===== src/rtl/merge_pkg.sv =====
package merge_pkg;
  typedef enum logic {
    SLOT_L1 = 1'b0,
    SLOT_L2 = 1'b1
  } slot_e;
endpackage


===== src/rtl/link_latch.sv =====
module link_latch #(
  parameter int W = 35
) (
  input  logic         clk,
  input  logic         rst_n,
  input  logic         cap_en,
  input  logic [W-1:0] d,
  output logic [W-1:0] q
);
  logic [W-1:0] q_d;

  always_comb begin
    q_d = q;
    if (cap_en) q_d = d;
  end

  always_ff @(posedge clk or negedge rst_n) begin
    if (!rst_n) q <= '0;
    else        q <= q_d;
  end
endmodule


===== src/rtl/slot_ctrl.sv =====
module slot_ctrl
  import merge_pkg::*;
(
  input  logic  clk,
  input  logic  rst_n,
  input  logic  cap,
  input  logic  dis,
  output slot_e slot_q,
  output logic  valid_q
);
  slot_e slot_d;
  logic  valid_d;

  always_comb begin
    slot_d  = (slot_q == SLOT_L1) ? SLOT_L2 : SLOT_L1;
    valid_d = valid_q;
    if (dis) begin
      slot_d  = SLOT_L1;
      valid_d = 1'b0;
    end else if (cap) begin
      slot_d  = SLOT_L1;
      valid_d = 1'b1;
    end
  end

  always_ff @(posedge clk or negedge rst_n) begin
    if (!rst_n) begin
      slot_q  <= SLOT_L1;
      valid_q <= 1'b0;
    end else begin
      slot_q  <= slot_d;
      valid_q <= valid_d;
    end
  end
endmodule


===== src/rtl/out_gate.sv =====
module out_gate
  import merge_pkg::*;
#(
  parameter int PIX_W   = 33,
  parameter int SPARE_W = 2
) (
  input  logic [PIX_W-1:0]   a_pix,
  input  logic [SPARE_W-1:0] a_spare,
  input  logic [PIX_W-1:0]   b_pix,
  input  logic [SPARE_W-1:0] b_spare,
  input  slot_e              slot,
  input  logic               valid,
  input  logic               dis,
  output logic [PIX_W-1:0]   out_pix,
  output logic [SPARE_W-1:0] out_spare,
  output logic               out_en,
  output logic               out_slot
);
  always_comb begin
    out_en    = valid & ~dis;
    out_pix   = '0;
    out_spare = '0;
    out_slot  = 1'b0;
    if (out_en) begin
      out_slot = (slot == SLOT_L2);
      if (slot == SLOT_L2) begin
        out_pix   = b_pix;
        out_spare = b_spare;
      end else begin
        out_pix   = a_pix;
        out_spare = a_spare;
      end
    end
  end
endmodule


===== src/rtl/pixel_merger.sv =====
module pixel_merger
  import merge_pkg::*;
#(
  parameter int PIX_W   = 33,
  parameter int SPARE_W = 2
) (
  input  logic               clk,
  input  logic               rst_n,
  input  logic               pwr_down,
  input  logic               clk_lost,
  input  logic               pair_stb,
  input  logic [PIX_W-1:0]   l1_pix,
  input  logic [SPARE_W-1:0] l1_spare,
  input  logic [PIX_W-1:0]   l2_pix,
  input  logic [SPARE_W-1:0] l2_spare,
  output logic [PIX_W-1:0]   out_pix,
  output logic [SPARE_W-1:0] out_spare,
  output logic               out_en,
  output logic               out_slot,
  output logic               l2_out_en,
  output logic [PIX_W-1:0]   l2_out_pix
);
  localparam int NLINK = 2;
  localparam int WORD  = PIX_W + SPARE_W;

  logic             dis;
  logic             cap;
  logic [WORD-1:0]  lnk_d [NLINK];
  logic [WORD-1:0]  lnk_q [NLINK];
  slot_e            slot_q;
  logic             valid_q;

  assign dis      = pwr_down | clk_lost;
  assign cap      = pair_stb & ~dis;
  assign lnk_d[0] = {l1_spare, l1_pix};
  assign lnk_d[1] = {l2_spare, l2_pix};

  for (genvar g = 0; g < NLINK; g++) begin : g_link
    link_latch #(.W(WORD)) u_latch (
      .clk   (clk),
      .rst_n (rst_n),
      .cap_en(cap),
      .d     (lnk_d[g]),
      .q     (lnk_q[g])
    );
  end

  slot_ctrl u_slot (
    .clk    (clk),
    .rst_n  (rst_n),
    .cap    (cap),
    .dis    (dis),
    .slot_q (slot_q),
    .valid_q(valid_q)
  );

  out_gate #(.PIX_W(PIX_W), .SPARE_W(SPARE_W)) u_gate (
    .a_pix    (lnk_q[0][PIX_W-1:0]),
    .a_spare  (lnk_q[0][WORD-1:PIX_W]),
    .b_pix    (lnk_q[1][PIX_W-1:0]),
    .b_spare  (lnk_q[1][WORD-1:PIX_W]),
    .slot     (slot_q),
    .valid    (valid_q),
    .dis      (dis),
    .out_pix  (out_pix),
    .out_spare(out_spare),
    .out_en   (out_en),
    .out_slot (out_slot)
  );

  assign l2_out_en  = 1'b0;
  assign l2_out_pix = '0;
endmodule


===== config.mk =====
export PLATFORM = sky130hd
export DESIGN_NAME = pixel_merger
export DESIGN_NICKNAME = d
export VERILOG_FILES = /design/src/rtl/merge_pkg.sv /design/src/rtl/link_latch.sv /design/src/rtl/slot_ctrl.sv /design/src/rtl/out_gate.sv /design/src/rtl/pixel_merger.sv
export SDC_FILE = /design/constraint.sdc
export NUM_CORES = 1
export LEC_CHECK = 0
export CAP_MARGIN = 10
export CORE_MARGIN = 1.5
export CORE_UTILIZATION = 60
export CTS_BUF_LIST = sky130_fd_sc_hd__clkbuf_4 sky130_fd_sc_hd__clkbuf_8
export CTS_CLUSTER_DIAMETER = 40
export DETAILED_ROUTE_END_ITERATION = 7
export DONT_BUFFER_PORTS = 1
export GPL_TIMING_DRIVEN = 0
export PLACE_DENSITY = 0.76
export SYNTH_ARGS = -nofsm -noshare
export SYNTH_HDL_FRONTEND = slang
export SYNTH_SLANG_ARGS = --single-unit

===== constraint.sdc =====
create_clock -name clk -period 1.4 [get_ports clk]
set_input_delay 0.21 -clock clk [delete_from_list [all_inputs] [get_ports clk]]
set_output_delay 0.21 -clock clk [all_outputs]
set_load 0.1 [all_outputs]

==> results of run 1 <==
## sequential cells by signal, indices dropped and copies added, names as in the netlist
name              count
g_link.u_latch.q     70
u_slot.slot_q         1
u_slot.valid_q        1
## worst min path at each step
stage | start | endpoint | slack, ps | depth (start not counted)
finish | rst_n | g_link[0].u_latch.q[32] | -440 | 0
global placement | rst_n | g_link[0].u_latch.q[32] | -80 | 0
CTS | rst_n | g_link[0].u_latch.q[32] | -450 | 0
global route | rst_n | g_link[0].u_latch.q[32] | -460 | 0
detailed placement | rst_n | g_link[0].u_latch.q[32] | -80 | 0
floorplan | rst_n | g_link[0].u_latch.q[0] | -90 | 0
## cell type report
class                   instances  area [um2]  share of cell area (%)
well taps                      72        90.1                    2.07
inverters                       1        7.51                   0.173
clock buffers                  12         165                    3.80
multi-input cells             180        1710                    39.4
plain buffers                  48         413                    9.51
repair buffers                  9         115                    2.65
flip-flops and latches         72        1800                    41.5
clock inverters                 3        40.0                   0.922
## synthesized netlist by cell type, drive strengths merged
library cell	instances	area, um2
nor4	1	6.26
dfrtp	72	1800
conb	1	3.75
buf	49	348
or3b	1	8.76
nor3b	1	12.5
and3	1	6.26
o21a	1	7.51
nor2	36	135
mux2i	35	350
mux2	70	788
inv	1	3.75
## kinds of logic (layout without fill, tap and decap cells)
logic type             after synthesis  in the layout  share of synthesized area, %
AOI/OAI and AO/OA                    1              1                         0.216
buffers and inverters               50             73                          10.1
DFF                                 72             72                          51.9
muxes                              105            105                          32.8
other                                1             34                         0.108
and+or+nand+nor                     40             40                          4.87
## what timing repair did
action | CTS | global route
buffers inserted | 1 | 0
endpoints found under the hold margin | 77 | 72
endpoints found under the setup margin | 37 | 37
pin swaps | 25 | 25
gates cloned | 0 | 1
gates resized for setup | 9 | 4
## metrics by stage
step	cells	setup slack, ps	power (mW)
after global placement	374	-472	4.01
after global routing	397	-749	5.96
after detailed placement	374	-469	4.06
final	397	-708	5.71
after floorplan	302	-315	3.92
after CTS	397	-751	5.76
## power by group
group	switching (mW)	internal (mW)	leakage [nW]
clock	0.707	0.953	0.108
combinational	0.883	0.510	0.887
sequential	0.194	2.47	0.855
total	1.78	3.93	1.85
## metal layers
metal | vias to the layer above | global-route usage [%] | part of all wire (%)
met5 | - | 0 | 0
met4 | 0 | 12.5 | 3.2
met3 | 17 | 7.24 | 9.2
met2 | 94 | 36.7 | 49
met1 | 1000 | 27.5 | 39
li1 | 950 | - | -
==> out/metrics.cfg, run 1 <==
[cts]
clkTransAtPathRegs_ps=70
htree_levels=3
numClockSinks=72
clk_path_buf_depth=2
cts_tree=yes
cts_buffers=9
clk_latency_ps=340
ctsHoldBuffers=7
ctsRootBufferMaster=clkbuf_8

[timing]
hold_viol_final=72
rsz0062_at_grt=yes
setup_viol=37
tns_ps=-25000
max_freq_ghz=0.474
finClkSkew_ps=0
period_minus_slack_ps=2110
relSlewSlack_pct=57.3
post-route-period-util_pct=151
tightest_slew_ps=638
maxSlewViolCount=0
setup_slack_ps=-708
hold_ws_ps=-443

[die]
ios=146
die-area_um2=6250
initial_core_util_pct=62.7
core_um2=5540
die_h_um=79.1
fp.dieW_um=79.1
num_rows=27

[synth]
synth-seq-cells=72
syn_area_per_cell_um2=12.9
ys_seq_area_share_pct=51.9
syn_inst=269
yosysUniqueCellTypes=14
yosys_warnings=0
syn_area_um2=3470

[status]
status=complete, but fails checks
violations=hold timing, setup timing

[worst_setup_path]
required_ps=1190
regToRegStartpoint=u_slot.slot_q
startpoint=u_slot.valid_q
critPathBufInv=1
arrival_ps=1900
worstRegToRegCells=3
crit_path_cell_trace=or3b_4, buf_12, nor2_4
crit_cells=3
rr_endpoint=u_slot.slot_q
cp_max_fo=10
r2r_setup_slack_ps=230
cp_top_family=simple AND/OR/NAND/NOR gates
critPathKind=reg2out
crit_path_end_kind=primary output
slowest_stage=nor2_4
cp-start-kind=register
slowest_delay_ps=500
cp-endpoint=out_pix[23]

[detailed_routing]
wirelength_mm=6.81
dr.pass1.iters=4
dr.first_iter.drc_count=58
vias=2061
ant_nets=0
avgViaCountPerCell=5.19
drc=0
wl_per_cell_um=17.2

[power_and_ir_drop]
p_per_area_nw_per_um2=1320
leakage_nw=1.85
ir_drop_uv=929

[finish]
final_common_cell=dfrtp_1
diodes=0
drive_gt1_share_pct=51.7
final_cell_mix=72 x dfrtp_1, 64 x mux2_2, 42 x buf_4
fillerInstances=367
area_delta_synth_final_pct=25.0
nets=396
design_area_um2=4340
final_core_util_pct=78.4

[placed_design]
hpwl_mm=4.77
gp_congestion=0.768
place_area_um2=3990
port_buffers=0

[grt]
antenna_found_initial=0
grt_pass1_vias=2179
grt_pass1_wl_mm=10.7
grt_max_degree=73
grt-ovfl-total=0
track_usage_pct=22.9

[flow_run]
drv_cap=0

[hold_path]
worstHoldPathType=in2async

No activity file was read; power rests on OpenSTA's default activity.
==> run 2: changes to the inputs <==
==> constraint.sdc (replaced) <==
create_clock -name clk -period 2.3 [get_ports clk]
set_input_delay 0.345 -clock clk [delete_from_list [all_inputs] [get_ports clk]]
set_output_delay 0.345 -clock clk [all_outputs]
set_load 0.1 [all_outputs]
==> out/metrics.cfg, run 2 (synthesis results as in run 1) <==
[finish]
top_regs=g_link.u_latch.q: 70 flops, u_slot.slot_q: 1 flops, u_slot.valid_q: 1 flops
final_cell_mix=72 x dfrtp_1, 64 x mux2_2, 47 x buf_4
diodes=0  ; unchanged
largest_reg_flops=70  ; unchanged
drive_gt1_share_pct=53.3  ; +1.6 points
area_delta_synth_final_pct=21.7
nets=393  ; -0.76%
regMostFlops=g_link.u_latch.q
final_common_cell=dfrtp_1
final_core_util_pct=76.3  ; -2.1 points
final_cells=395  ; -0.50%

[grt]
grt_pass1_wl_mm=10.7  ; unchanged
top_usage_layer=met2
grt_max_degree=73  ; unchanged
grtUsageMet3_pct=8.62  ; +1.4 points
grt_pass1_vias=2113  ; -3.0%
antenna_found_initial=0  ; unchanged
met2_usage_pct=36.3  ; -0.34 points
grt-ovfl-total=0  ; unchanged
gr-usage-met1_pct=28.0  ; +0.45 points
track_usage_pct=23.1  ; +0.22 points

[detailed_routing]
avgViaCountPerCell=5.15  ; -0.81%
dr.first_iter.drc_count=100  ; +72%
wirelength_mm=6.74  ; -0.97%
wl_per_cell_um=17.1  ; -0.47%
drc=0  ; unchanged
dr.pass1.iters=4  ; unchanged
vias=2034  ; -1.3%
ant_nets=0  ; unchanged

[worst_setup_path]
crit_path_end_kind=primary output
cp_max_fo=5  ; -5
arrival_ps=2040  ; +140 ps
startpoint=u_slot.valid_q
rr_endpoint=u_slot.slot_q
critPathKind=reg2out
r2r_setup_slack_ps=1120  ; +890 ps
required_ps=1960  ; +770 ps
cp-endpoint=out_spare[0]
cp-start-kind=register
regToRegStartpoint=u_slot.slot_q
worstRegToRegCells=3  ; unchanged

[timing]
post-route-period-util_pct=103
setup_viol=5  ; -86%
max_freq_ghz=0.420
tightest_slew_ps=1070  ; +432 ps
hold_viol_final=0  ; -100%
tns_ps=-380  ; +24,620 ps
setup_slack_ps=-80.1  ; +628 ps
finClkSkew_ps=0  ; unchanged
period_minus_slack_ps=2380
relSlewSlack_pct=28.6  ; -29 points
rsz0062_at_grt=yes
maxSlewViolCount=0  ; unchanged

[cts]
cts_buffers=9  ; unchanged
cts_tree=yes
clk_latency_ps=340  ; about the same
clk_path_buf_depth=2  ; unchanged
numClockSinks=72  ; unchanged
clkTransAtPathRegs_ps=70  ; about the same
htree_levels=3  ; unchanged
ctsRootBufferMaster=clkbuf_8

[die]
initial_core_util_pct=62.7  ; unchanged
die_h_um=79.1  ; unchanged
ios=146  ; unchanged
num_rows=27  ; unchanged
die-area_um2=6250  ; unchanged
fp.dieW_um=79.1  ; unchanged
core_um2=5540  ; unchanged

[status]
violations=setup timing
status=complete, but fails checks

[placed_design]
place_inst=374  ; unchanged
hpwl_mm=4.66  ; -2.4%
gp_congestion=0.673  ; -12%
port_buffers=0  ; unchanged

[flow_run]
drv_cap=0  ; unchanged

[power_and_ir_drop]
p_int_mw=2.24  ; -43%
ir_drop_uv=583  ; -37%
p_per_area_nw_per_um2=795  ; -40%
p_sw_mw=1.11  ; -38%
p_clk_share_pct=26.2  ; -2.8 points
switching_share_pct=33.1  ; +1.9 points
share_comb_of_total_power_pct=25.6  ; +1.2 points
p_seq_share_pct=48.2  ; +1.6 points
leakage_nw=1.81  ; -2.2%

[hold_path]
worstHoldPathType=in2reg

==> run 2: worst max-delay path, cell delays in order (launching register included) <==
cell     delay, ps
dfrtp_1        340
or3b_4         390
buf_6          150
nor2_2         820
==> run 2: worst min path at each step <==
stage | startpoint | to | slack, ps | cells past startpoint
after global routing | pair_stb | u_slot.slot_q | 50 | 1
after global placement | rst_n | g_link[0].u_latch.q[6] | 50 | 0
after floorplan | rst_n | g_link[0].u_latch.q[0] | 50 | 0
after detailed placement | rst_n | g_link[1].u_latch.q[6] | 50 | 0
after CTS | pair_stb | u_slot.slot_q | 40 | 1
final | pair_stb | u_slot.slot_q | 60 | 1
==> run 2: layer usage <==
| metal | routed length, um | vias to the layer above |
|---|---|---|
| met5 | 0 | - |
| li1 | - | 946 |
| met3 | 634 | 12 |
| met1 | 2590 | 979 |
| met4 | 130 | 0 |
| met2 | 3380 | 97 |
==> run 2: power groups by stage <==
| stage | sequential [mW] | combinational, mW | clock, mW |
|---|---|---|---|
| after global placement | 1.63 | 0.725 | 0 |
| after floorplan | 1.60 | 0.697 | 0 |
| final | 1.62 | 0.858 | 0.881 |
| after detailed placement | 1.64 | 0.772 | 0 |
| after global routing | 1.65 | 0.909 | 0.953 |
| after CTS | 1.62 | 0.856 | 0.906 |
==> run 2: layout make-up <==
| class | count | area [um2] |
|---|---|---|
| Buffer | 49 | 409 |
| Tap cell | 72 | 90.1 |
| Multi-Input combinational cell | 180 | 1680 |
| Sequential cell | 72 | 1800 |
| Inverter | 1 | 7.51 |
| Clock buffer | 12 | 153 |
| Timing Repair Buffer | 5 | 60.1 |
| Clock inverter | 4 | 20.0 |
| Fill cell | 369 | 1320 |
==> run 2: metrics by stage <==
| stage | hold WS [ps] | area [um2] | setup slack (ps) | total power [mW] |
|---|---|---|---|---|
| 5_1_grt | 52.0 | 4230 | -127 | 3.51 |
| 4_1_cts | 39.8 | 4170 | -140 | 3.38 |
| 3_3_place_gp | 51.1 | 3690 | -488 | 2.35 |
| 3_5_place_dp | 50.9 | 3770 | -85.9 | 2.42 |
| 6_report | 64.0 | 4230 | -80.1 | 3.36 |
| 2_1_floorplan | 49.4 | 3600 | -341 | 2.30 |
==> run 2: repair_timing <==
item	CTS	global route
setup buffers	0	2
endpoints found under the setup margin	37	36
endpoints found under the hold margin	72	0
pin swaps	12	19
hold buffers	2	0
cloned	0	1
resized for setup	43	10
==> run 3: changes to the inputs <==
--- a/config.mk
+++ b/config.mk
@@ -6,7 +6,7 @@
 export NUM_CORES = 1
 export LEC_CHECK = 0
 export CAP_MARGIN = 10
-export CORE_MARGIN = 1.5
+export CORE_MARGIN = 4
 export CORE_UTILIZATION = 60
 export CTS_BUF_LIST = sky130_fd_sc_hd__clkbuf_4 sky130_fd_sc_hd__clkbuf_8
 export CTS_CLUSTER_DIAMETER = 40
==> out/metrics.cfg, run 3 (synthesis results as in run 1) <==
[power_and_ir_drop]
p_seq_share_pct=47.7  ; -0.5 points
switching_share_pct=32.2  ; -1.0 points
total_power_mw=3.39  ; +0.99%
p_clk_share_pct=26.8  ; +0.6 points
leakage_nw=1.81  ; about the same
p_sw_mw=1.09  ; -2.0%
ir_drop_uv=774  ; +33%
p_int_mw=2.30  ; +2.5%
p_per_area_nw_per_um2=799  ; +0.61%
share_comb_of_total_power_pct=25.4  ; -0.2 points

[worst_setup_path]
crit_path_cell_trace=or3b_1, buf_6, nor2_2
cp_top_family=simple AND/OR/NAND/NOR gates
slowest_delay_ps=840  ; +20 ps
r2r_setup_slack_ps=1130  ; about the same
critPathKind=reg2out
crit_path_end_kind=primary output
cp_max_fo=8  ; +3
slowest_stage=nor2_2
cp-start-kind=register
arrival_ps=2070  ; +30 ps
required_ps=1960  ; about the same
critPathBufInv=1  ; unchanged

[timing]
setup_slack_ps=-117  ; -36.8 ps
hold_viol_final=0  ; unchanged
tightest_slew_ps=1080  ; +14.1 ps
finClkSkew_ps=0  ; unchanged
period_minus_slack_ps=2420  ; +36.8 ps
max_freq_ghz=0.414  ; -1.5%
relSlewSlack_pct=27.6  ; -0.94 points
post-route-period-util_pct=105  ; +1.6 points
rsz0062_at_grt=yes
tns_ps=-1630  ; -1250 ps
setup_viol=25  ; +20
maxSlewViolCount=0  ; unchanged

[grt]
top_usage_layer=met2
grt_pass1_vias=2201  ; +4.2%
antenna_found_initial=0  ; unchanged
met2_usage_pct=34.9  ; -1.4 points
grt_pass1_wl_mm=11.3  ; +5.9%
grt_max_degree=73  ; unchanged
gr-usage-met1_pct=23.7  ; -4.3 points
grt-ovfl-total=0  ; unchanged
grtUsageMet3_pct=7.90  ; -0.72 points
track_usage_pct=20.7  ; -2.4 points

[finish]
design_area_um2=4240  ; +0.39%
nets=393  ; unchanged
diodes=0  ; unchanged
largest_reg_flops=70  ; unchanged
top_regs=g_link.u_latch.q: 70 flops, u_slot.slot_q: 1 flops, u_slot.valid_q: 1 flops
area_delta_synth_final_pct=22.2
final_common_cell=dfrtp_1
fillerInstances=378  ; +2.4%
drive_gt1_share_pct=52.6  ; -0.60 points
regMostFlops=g_link.u_latch.q
final_cell_mix=72 x dfrtp_1, 64 x mux2_2, 45 x buf_4
final_cells=393  ; -0.51%

[placed_design]
place_inst=374  ; unchanged
place_area_um2=3770  ; unchanged
port_buffers=0  ; unchanged
gp_congestion=0.713  ; +5.9%
hpwl_mm=4.92  ; +5.6%
post-place-ws_ps=-82.1  ; +3.78 ps

[cts]
clk_path_buf_depth=2  ; unchanged
cts_buffers=9  ; unchanged
numClockSinks=72  ; unchanged
clkTransAtPathRegs_ps=70  ; about the same
ctsRootBufferMaster=clkbuf_8
clk_latency_ps=330  ; about the same
cts_tree=yes
htree_levels=3  ; unchanged

[detailed_routing]
avgViaCountPerCell=5.22  ; +1.4%
vias=2052  ; +0.88%
dr.pass1.iters=4  ; unchanged
wirelength_mm=7.14  ; +5.9%
ant_nets=0  ; unchanged
wl_per_cell_um=18.2  ; +6.4%
dr.first_iter.drc_count=55  ; -45%
drc=0  ; unchanged

[die]
core_um2=5570  ; +0.61%
initial_core_util_pct=62.3  ; -0.38 points
ios=146  ; unchanged
fp.dieW_um=84.1  ; +6.3%
num_rows=27  ; unchanged
die-area_um2=7070  ; +13%
die_h_um=84.1  ; +6.3%

[flow_run]
drv_cap=0  ; unchanged

[status]
violations=setup timing
status=complete, but fails checks

[hold_path]
worstHoldPathType=in2reg

[run 3: layer usage]
layer	wire length (um)	part of all wire [%]
met1	2740	38
met2	3660	51
met3	636	8.9
met4	103	1.4
met5	0	0
[run 3: per-stage QoR]
step / hold slack [ps] / utilization (%)
finish: 71.3 / 76.1
global route: 48.4 / 76.1
CTS: 53.3 / 74.7
detailed placement: 51.3 / 67.7
global placement: 51.4 / 66.1
floorplan: 49.4 / -
[run 3: final cells by class]
type,instances,area (um2),area share [%]
repair buffers,5,76.3,1.80
flip-flops and latches,72,1800,42.5
multi-input cells,180,1680,39.6
inverters,1,7.51,0.177
clock buffers,14,180,4.25
well taps,72,90.1,2.12
plain buffers,49,404,9.53
[run 3: path summary, 6_finish.rpt]
| path | startpoint | to | depth (start not counted) |
|---|---|---|---|
| min in group asynchronous | rst_n | g_link[0].u_latch.q[5] | 2 |
| min reg2reg | g_link[0].u_latch.q[28] | g_link[0].u_latch.q[28] | 1 |
| min | pair_stb | u_slot.slot_q | 1 |
| max | u_slot.valid_q | out_spare[1] | 3 |
| max in group asynchronous | rst_n | g_link[0].u_latch.q[14] | 2 |
| max reg2reg | u_slot.slot_q | u_slot.slot_q | 3 |
[run 3: power groups by stage]
stage / clock network, mW / registers [mW] / logic (mW)
after floorplan: 0 / 1.60 / 0.697
after global placement: 0 / 1.63 / 0.725
after detailed placement: 0 / 1.64 / 0.771
after CTS: 0.929 / 1.62 / 0.855
after global routing: 0.989 / 1.65 / 0.919
final: 0.909 / 1.62 / 0.863
[run 3: worst reg2reg max path: cells and delay by family (launching register included)]
family,cells,cell delay [ps]
flip-flops,1,360
buffers and inverters,2,430
AND/OR/NAND/NOR,1,280
[run 3: timing repair]
action / in CTS / in global routing
setup buffers: 0 / 3
gates resized for setup: 40 / 10
endpoints found under the setup margin: 37 / 36
endpoints found under the hold margin: 72 / 0
hold buffers: 2 / 0
pin swaps: 20 / 12
